--- config.mk ---
export PLATFORM = sky130hd
export DESIGN_NAME = bsub_exec_unit
export DESIGN_NICKNAME = d
export VERILOG_FILES = /design/src/rtl/bsub_pkg.sv /design/src/rtl/bsub_phase_seq.sv /design/src/rtl/bsub_addr_gen.sv /design/src/rtl/bsub_alu.sv /design/src/rtl/bsub_exec_unit.sv
export SDC_FILE = /design/constraint.sdc
export NUM_CORES = 1
export LEC_CHECK = 0
export BUFFER_PORTS_ARGS = -buffer_cell sky130_fd_sc_hd__buf_2
export CORE_MARGIN = 1
export CORE_UTILIZATION = 55
export DETAILED_ROUTE_END_ITERATION = 8
export MAX_ROUTING_LAYER = met4
export PLACE_DENSITY = 0.85
export SKIP_CTS_REPAIR_TIMING = 1
export SYNTH_ARGS = -nofsm -noshare
export SYNTH_HDL_FRONTEND = slang
export SYNTH_SLANG_ARGS = --single-unit
export TNS_END_PERCENT = 20
--- constraint.sdc ---
create_clock -name clk -period 4.9 [get_ports clk]
set_clock_uncertainty 0.1 [all_clocks]
set_input_delay 0 -clock clk [delete_from_list [all_inputs] [get_ports clk]]
set_output_delay 0 -clock clk [all_outputs]
set_load 0.02 [all_outputs]
--- src/rtl/bsub_pkg.sv ---
package bsub_pkg;

    localparam int DATA_W  = 8;
    localparam int INSTR_W = 16;
    localparam int FLAG_W  = 5;

    localparam logic [7:0] IMM_OPCODE = 8'h08;
    localparam logic [5:0] MEM_OPCODE = 6'b010111;

    typedef enum logic [1:0] {
        PH_DECODE = 2'd0,
        PH_READ   = 2'd1,
        PH_PROC   = 2'd2,
        PH_WRITE  = 2'd3
    } phase_e;

    typedef enum logic [1:0] {
        OPK_NONE = 2'd0,
        OPK_IMM  = 2'd1,
        OPK_MEM  = 2'd2
    } op_kind_e;

    typedef struct packed {
        op_kind_e            kind;
        logic                to_mem;
        logic                banked;
        logic [DATA_W-1:0]   fld;
    } dec_t;

    typedef struct packed {
        logic n;
        logic ov;
        logic z;
        logic dc;
        logic c;
    } flags_t;

    typedef struct packed {
        logic [DATA_W-1:0] diff;
        flags_t            fl;
    } alu_out_t;

    function automatic dec_t decode_word(input logic [INSTR_W-1:0] word);
        dec_t d;
        d        = '0;
        d.kind   = OPK_NONE;
        d.fld    = word[7:0];
        if (word[15:8] == IMM_OPCODE) begin
            d.kind = OPK_IMM;
        end else if (word[15:10] == MEM_OPCODE) begin
            d.kind   = OPK_MEM;
            d.to_mem = word[9];
            d.banked = word[8];
        end
        return d;
    endfunction

endpackage

--- src/rtl/bsub_phase_seq.sv ---
module bsub_phase_seq
    import bsub_pkg::*;
(
    input  logic   clk,
    input  logic   rst,
    output phase_e ph
);
    always_ff @(posedge clk) begin
        if (rst) begin
            ph <= PH_DECODE;
        end else begin
            unique case (ph)
                PH_DECODE: ph <= PH_READ;
                PH_READ:   ph <= PH_PROC;
                PH_PROC:   ph <= PH_WRITE;
                default:   ph <= PH_DECODE;
            endcase
        end
    end
endmodule

--- src/rtl/bsub_addr_gen.sv ---
module bsub_addr_gen #(
    parameter int          ADDR_W       = 12,
    parameter logic [7:0]  ACCESS_SPLIT = 8'h80,
    localparam int         BANK_W       = ADDR_W - 8
) (
    input  logic [7:0]        fld,
    input  logic              banked,
    input  logic [BANK_W-1:0] bank,
    output logic [ADDR_W-1:0] addr
);
    localparam logic [BANK_W-1:0] TOP_BANK = {BANK_W{1'b1}};
    localparam logic [BANK_W-1:0] LOW_BANK = '0;

    logic [BANK_W-1:0] upper;

    always_comb begin
        if (banked) begin
            upper = bank;
        end else if (fld >= ACCESS_SPLIT) begin
            upper = TOP_BANK;
        end else begin
            upper = LOW_BANK;
        end
        addr = {upper, fld};
    end
endmodule

--- src/rtl/bsub_alu.sv ---
module bsub_alu
    import bsub_pkg::*;
(
    input  logic [DATA_W-1:0] minuend,
    input  logic [DATA_W-1:0] subtra,
    output alu_out_t          res
);
    localparam int NIB_W = DATA_W / 2;

    logic [DATA_W:0]  wide;
    logic [NIB_W:0]   nib;
    logic [DATA_W-1:0] d;

    always_comb begin
        wide = {1'b0, minuend} - {1'b0, subtra};
        nib  = {1'b0, minuend[NIB_W-1:0]} - {1'b0, subtra[NIB_W-1:0]};
        d    = wide[DATA_W-1:0];

        res.diff  = d;
        res.fl.c  = ~wide[DATA_W];
        res.fl.dc = ~nib[NIB_W];
        res.fl.z  = (d == '0);
        res.fl.n  = d[DATA_W-1];
        res.fl.ov = (minuend[DATA_W-1] ^ subtra[DATA_W-1]) &
                    (d[DATA_W-1] ^ minuend[DATA_W-1]);
    end
endmodule

--- src/rtl/bsub_exec_unit.sv ---
module bsub_exec_unit
    import bsub_pkg::*;
#(
    parameter int         ADDR_W       = 12,
    parameter logic [7:0] ACCESS_SPLIT = 8'h80,
    localparam int        BANK_W       = ADDR_W - 8
) (
    input  logic                clk,
    input  logic                rst,
    input  logic [15:0]         instr,
    input  logic [BANK_W-1:0]   bank_sel,
    output logic [1:0]          phase,
    output logic [ADDR_W-1:0]   mem_addr,
    output logic                mem_rd_en,
    input  logic [7:0]          mem_rdata,
    output logic                mem_wr_en,
    output logic [7:0]          mem_wdata,
    output logic [7:0]          w_reg,
    output logic [4:0]          status
);
    phase_e            ph;
    dec_t              ir_q;
    logic [BANK_W-1:0] bank_q;
    logic [DATA_W-1:0] opnd_q;
    logic [DATA_W-1:0] w_q;
    flags_t            st_q;
    alu_out_t          alu_res;

    bsub_phase_seq u_seq (
        .clk (clk),
        .rst (rst),
        .ph  (ph)
    );

    bsub_addr_gen #(
        .ADDR_W       (ADDR_W),
        .ACCESS_SPLIT (ACCESS_SPLIT)
    ) u_addr (
        .fld    (ir_q.fld),
        .banked (ir_q.banked),
        .bank   (bank_q),
        .addr   (mem_addr)
    );

    bsub_alu u_alu (
        .minuend (opnd_q),
        .subtra  (w_q),
        .res     (alu_res)
    );

    always_ff @(posedge clk) begin
        if (rst) begin
            ir_q   <= '0;
            bank_q <= '0;
            opnd_q <= '0;
            w_q    <= '0;
            st_q   <= '0;
        end else begin
            unique case (ph)
                PH_DECODE: begin
                    ir_q   <= decode_word(instr);
                    bank_q <= bank_sel;
                end
                PH_READ: begin
                end
                PH_PROC: begin
                    opnd_q <= (ir_q.kind == OPK_MEM) ? mem_rdata : ir_q.fld;
                end
                default: begin
                    if (ir_q.kind != OPK_NONE) begin
                        st_q <= alu_res.fl;
                        if (ir_q.kind == OPK_IMM || !ir_q.to_mem) begin
                            w_q <= alu_res.diff;
                        end
                    end
                end
            endcase
        end
    end

    assign phase     = ph;
    assign mem_rd_en = (ph == PH_READ) && (ir_q.kind == OPK_MEM);
    assign mem_wr_en = (ph == PH_WRITE) && (ir_q.kind == OPK_MEM) && ir_q.to_mem;
    assign mem_wdata = alu_res.diff;
    assign w_reg     = w_q;
    assign status    = st_q;
endmodule

# After elaboration in Yosys (flattened, before gate mapping)
# Index checks and enable logic that the tools add are counted.
# word_totals
out_inout_bits	37
reg_bits	39
input_bits	30
wordCells	47
# op_classes
magnitude_cmp	1
n_eq_ne	7
addsub	2
muxes	7
bitwise	6
reduce_logical	11
# op_table
cell	count
two-way mux 4 bit	3
subtractor 8 x 8 -> 9 bit	1
== test 8 x 4 -> 1 bit (second input constant)	1
>= comparator 8 bit (second input constant)	1
zero test 8 bit	1
two-way mux 8 bit	1
== test 2 bit (second input constant)	3
== test 6 x 5 -> 1 bit (second input constant)	1
one-hot mux 2 bit (3 select lines)	1
subtractor 4 x 4 -> 5 bit	1
== test 2 x 1 -> 1 bit (second input constant)	2
two-way mux 2 bit	2
logical AND 1 bit	3
inverter 1 bit	3
AND reduction 3 bit	1
OR reduction 3 bit	1
zero test 2 bit	1
AND reduction 2 bit	1
nonzero test 2 bit	1
bitwise XOR 1 bit	2
bitwise AND 1 bit	1
zero test 1 bit	1
logical OR 1 bit	1

# Depth between registers and ports, before layout
# logic_depth
word_depth	4
mapped_depth	8

# Cells and area by module
# Synthesis repeated with hierarchy kept, for this count alone.
# hier_totals
cells_unflattened	258
area_unflattened_um2	2263.4
# modules_own_cells
module	n_inst	cells_each	seq_area_each_um2	area_each_um2
bsub_exec_unit	1	168	740.7	1580.3
bsub_alu	1	68	0.0	473.0
bsub_addr_gen	1	12	0.0	105.1
bsub_phase_seq	1	10	40.0	105.1

# Least setup slack after synthesis
# OpenSTA, ideal clock, no wires.
# synth_path
path_kind	reg2reg
startpoint	register w_q[0], in the netlist w_reg[0]
endpoint	register st_q (netlist bit status[2])
path_stages_with_launch	7
t_required_ns	4.742
setup_time_ns	0.058
synth_period_minus_slack_ns	2.294
t_arrival_ns	2.136
slack_ns	2.606
cell_sequence	dfxtp_1 > ha_1 > fa_1 > inv_1 > or4_1 > a2111oi_0 > a21o_1
# synth_rtl
item	line_no	rtl
start, declared	bsub_exec_unit.sv:25	logic [DATA_W-1:0] w_q;
start signal, assigned	bsub_exec_unit.sv:73	w_q <= alu_res.diff;
end signal, assigned	bsub_exec_unit.sv:71	st_q <= alu_res.fl;
end, declared	bsub_exec_unit.sv:26	flags_t st_q;

# Worst setup path after layout
# layout_path
startpoint	register opnd_q[0]
endpoint	register st_q (netlist bit status[2])
# layout_between
elab_chain_cells	2
# layout_lines
item	line_no	rtl
start, declared	bsub_exec_unit.sv:24	logic [DATA_W-1:0] opnd_q;
start signal, assigned	bsub_exec_unit.sv:67	opnd_q <= (ir_q.kind == OPK_MEM) ? mem_rdata : ir_q.fld;
subtractor 8 x 8 -> 9 bit	bsub_alu.sv:15	wide = {1'b0, minuend} - {1'b0, subtra};
zero test 8 bit	bsub_alu.sv:22	res.fl.z = (d == '0);
# No other way between the ends.
# A chain may end at the register's enable or synchronous reset.

==> results_tabular.tex <==
\begin{tabular}{lr}
\hline
Metric & Value \\
\hline
\multicolumn{2}{l}{\textbf{Finish}} \\
Synthesis-to-layout area growth & 28.19\% \\
Nets & 366 \\
Flip-flop count of the largest register after layout & 12 \\
Commonest non-fill, non-tap cells in the layout & 66 x sky130\_fd\_sc\_hd\_\_buf\_2, 39 x sky130\_fd\_sc\_hd\_\_dfxtp\_1, 34 x sky130\_fd\_sc\_hd\_\_nor2\_1 \\
Antenna diode count & 0 \\
Ratio of cells with drive above 1 in the final layout & 24.15\% \\
Most common cell after layout, fill and taps aside & sky130\_fd\_sc\_hd\_\_buf\_2 \\
Post-Layout Cell Count & 371 \\
\multicolumn{2}{l}{\textbf{Clocking}} \\
Number of sinks handled by clock tree synthesis & 39 \\
Clock transition at the registers of the reported paths & 0.08 ns \\
Maximum clock path buffer count & 2 \\
Count of H-tree levels built during CTS & 2 \\
Buffer type at the clock tree root & sky130\_fd\_sc\_hd\_\_clkbuf\_8 \\
Clock Latency Late Sink & 0.29 ns \\
TritonCTS buffer count & 5 \\
Clock tree from TritonCTS & yes \\
\multicolumn{2}{l}{\textbf{Min path}} \\
Startpoint of the worst hold path & mem\_rdata[6] \\
HP Class & in2reg \\
Worst-case hold path end point & opnd\_q[6] \\
Hold Path Cell Cnt & 3 \\
\multicolumn{2}{l}{\textbf{Critical path}} \\
Critical Path Fanout Max & 2 \\
Critical Path End Type & flop \\
FF-to-FF Start & opnd\_q[0] \\
Type of origin of the critical path & flop \\
Cell-by-cell listing of the critical path & inv\_1 > ha\_1 > fa\_1 > inv\_1 > or4\_1 > a2111oi\_0 > a21o\_1 \\
Worst path bufs/invs & 2 \\
FF-to-FF path depth & 7 \\
Critical Setup Path Class & reg2reg \\
Data arrival at the endpoint of the critical path & 2.58 ns \\
Crit path max-delay cell type & sky130\_fd\_sc\_hd\_\_fa\_1 \\
Required time at the endpoint of the critical path & 5.04 ns \\
Worst setup slack for register-to-register paths & 2.46 ns \\
Capture point of the worst reg-to-reg path & status[2] \\
Gate family responsible for the most delay along the worst path & adder cells \\
Cell repeated most along the worst path & sky130\_fd\_sc\_hd\_\_inv\_1 \\
Longest individual stage delay on the worst path & 0.53 ns \\
\multicolumn{2}{l}{\textbf{Logic synthesis}} \\
Distinct cell type count of the synthesized netlist & 40 \\
Number of flip-flops and latches in the synthesized netlist & 39 \\
Part of the Yosys area used for sequential elements & 36.88\% \\
Number of enable flip-flop cells after synthesis & 0 \\
Synth async-reset ratio & 0\% \\
Number of warnings issued by yosys & 0 \\
Mean instance size in the synthesized netlist & 8.434 sq um \\
Most frequently used flop master after synthesis & sky130\_fd\_sc\_hd\_\_dfxtp\_1 \\
Nets in the synthesized netlist & 295 \\
Cell count after synthesis & 251 \\
Netlist area before placement & 2117 sq um \\
\multicolumn{2}{l}{\textbf{Die}} \\
Top-Level Pins & 67 \\
Die outline area & 4101 sq um \\
Site Rows & 22 \\
Initial core utilization & 57.39\% \\
Die X & 64.04 um \\
Core region area & 3689 sq um \\
Die height & 64.04 um \\
\multicolumn{2}{l}{\textbf{GRT}} \\
Total GRT Usage & 24.62\% \\
Initial antenna violation count & 0 \\
First-pass GRT wire length & 7479 um \\
Total grt overflow & 0 \\
Via count of the first global-routing pass & 1689 \\
Pin count of the biggest net entering global routing & 41 \\
\multicolumn{2}{l}{\textbf{Routing}} \\
Via density per instance & 5.251 \\
Final wirelength & 5146 um \\
Post-DRT Antenna Nets & 0 \\
Initial DRC count & 117 \\
Remaining DRCs & 0 \\
Number of vias after detailed routing & 1948 \\
Number of optimization iterations in the first detailed-route pass & 4 \\
Post-DR wirelength/cell & 13.87 um \\
\multicolumn{2}{l}{\textbf{STA}} \\
Min Hold Slack & -0.02076 ns \\
Final Hold Violating Endpoints & 1 \\
Final period utilization & 49.85\% \\
Worst relative slew slack & 34.71\% \\
Slew @ Worst Pin & 0.9773 ns \\
Final Slew Violations & 0 \\
Maximum clock rate & 409.4 MHz \\
Setup TNS & 0 ns \\
Min Tclk post-route & 2.442 ns \\
Final-report setup violation count & 0 \\
Unrepaired setup endpoints after global routing & no \\
\multicolumn{2}{l}{\textbf{Power}} \\
Maximum resistive drop on vdd & 0.2915 mV \\
Pwr Density & 559.6 nW/um\^{}2 \\
Leakage power & 1.253 nW \\
\multicolumn{2}{l}{\textbf{Outcome}} \\
Failing checks & negative hold slack \\
Status & finished with violations \\
\multicolumn{2}{l}{\textbf{Placement}} \\
Port-buffer cells & 66 \\
Placer Congestion & 0.8992 \\
HPWL after detailed placement & 3456 um \\
Placed insts & 340 \\
\multicolumn{2}{l}{\textbf{Job}} \\
Count of maximum capacitance violations & 0 \\
\hline
\end{tabular}
[power breakdown]
| part | switching, mW | total (mW) | internal [mW] |
|---|---|---|---|
| clock network | 0.114 | 0.317 | 0.204 |
| logic | 0.467 | 0.773 | 0.306 |
| registers | 0.0504 | 0.428 | 0.378 |
[tightest hold or removal path: stages]
cell and delay [ns]:
sky130_fd_sc_hd__buf_2 0.09, sky130_fd_sc_hd__mux2i_1 0.13, sky130_fd_sc_hd__a211oi_1 0.09
[synth_stat cells (2+ instances only)]
master | count | area (sq um)
sky130_fd_sc_hd__a211oi_1 | 11 | 82.58
sky130_fd_sc_hd__clkbuf_1 | 5 | 18.77
sky130_fd_sc_hd__ha_1 | 13 | 162.7
sky130_fd_sc_hd__and2_1 | 5 | 31.28
sky130_fd_sc_hd__nand2_1 | 24 | 90.09
sky130_fd_sc_hd__o21ai_0 | 6 | 30.03
sky130_fd_sc_hd__nand4_1 | 2 | 12.51
sky130_fd_sc_hd__inv_1 | 16 | 60.06
sky130_fd_sc_hd__buf_4 | 16 | 120.1
sky130_fd_sc_hd__o21a_1 | 2 | 15.01
sky130_fd_sc_hd__buf_1 | 2 | 7.510
sky130_fd_sc_hd__dfxtp_1 | 39 | 780.8
sky130_fd_sc_hd__buf_2 | 2 | 10.01
sky130_fd_sc_hd__a21oi_1 | 15 | 75.07
sky130_fd_sc_hd__or3_1 | 3 | 18.77
sky130_fd_sc_hd__mux2i_1 | 20 | 200.2
sky130_fd_sc_hd__a22oi_1 | 2 | 15.01
sky130_fd_sc_hd__nor3_1 | 4 | 20.02
sky130_fd_sc_hd__nor2b_1 | 3 | 18.77
sky130_fd_sc_hd__nand3_1 | 6 | 30.03
sky130_fd_sc_hd__nor2_1 | 34 | 127.6
sky130_fd_sc_hd__a21o_1 | 3 | 22.52
[cell families (layout without fill, tap and decap cells)]
kind of cell | count (synthesis) | after routing | synth area share, %
multiplexers | 20 | 20 | 9.456
AO/OA/AOI/OAI | 48 | 48 | 15.31
buffers and inverters | 41 | 113 | 10.23
AND/OR/NAND/NOR | 87 | 87 | 18.68
adder cells (fa/ha/maj) | 14 | 14 | 8.629
flip-flops | 39 | 39 | 36.88
XOR/XNOR | 2 | 2 | 0.8276
[cell type report]
type	count	area, sq um
Clock buffer	6	72.57
Clock inverter	2	60.06
Fill cell	284	974.7
Inverter	16	60.06
Multi-Input combinational cell	171	1120
Sequential cell	39	780.7
Tap cell	48	60.06
Timing Repair Buffer	89	560.5
[how the worst max path moves through the flow]
stage,startpoint,to,depth (start not counted)
CTS,opnd_q[0],status[2],7
finish,opnd_q[0],status[2],7
detailed placement,opnd_q[0],status[2],7
global route,opnd_q[0],status[2],7
floorplan,w_reg[0],status[2],6
global placement,opnd_q[0],status[2],7
[metal layers]
layer  global-route usage (%)  wire (um)  vias to the layer above
li1                         -          -                      990
met2                    40.82       2608                       66
met5                        -          0                        -
met3                    6.250        272                        8
met4                    7.955         68                        0
met1                    29.03       2197                      884
[metrics by stage]
step	util, %	setup slack [ns]	instance area, sq um	total power, mW
3_3_place_gp	63.74	2.636	2351	1.169
6_report	73.58	2.458	2714	1.519
2_1_floorplan	-	2.606	2117	1.099
5_1_grt	73.58	2.229	2714	1.618
3_5_place_dp	63.74	2.499	2351	1.183
4_1_cts	67.33	2.449	2484	1.501
Note: power is estimated with default switching activity, not from simulation.
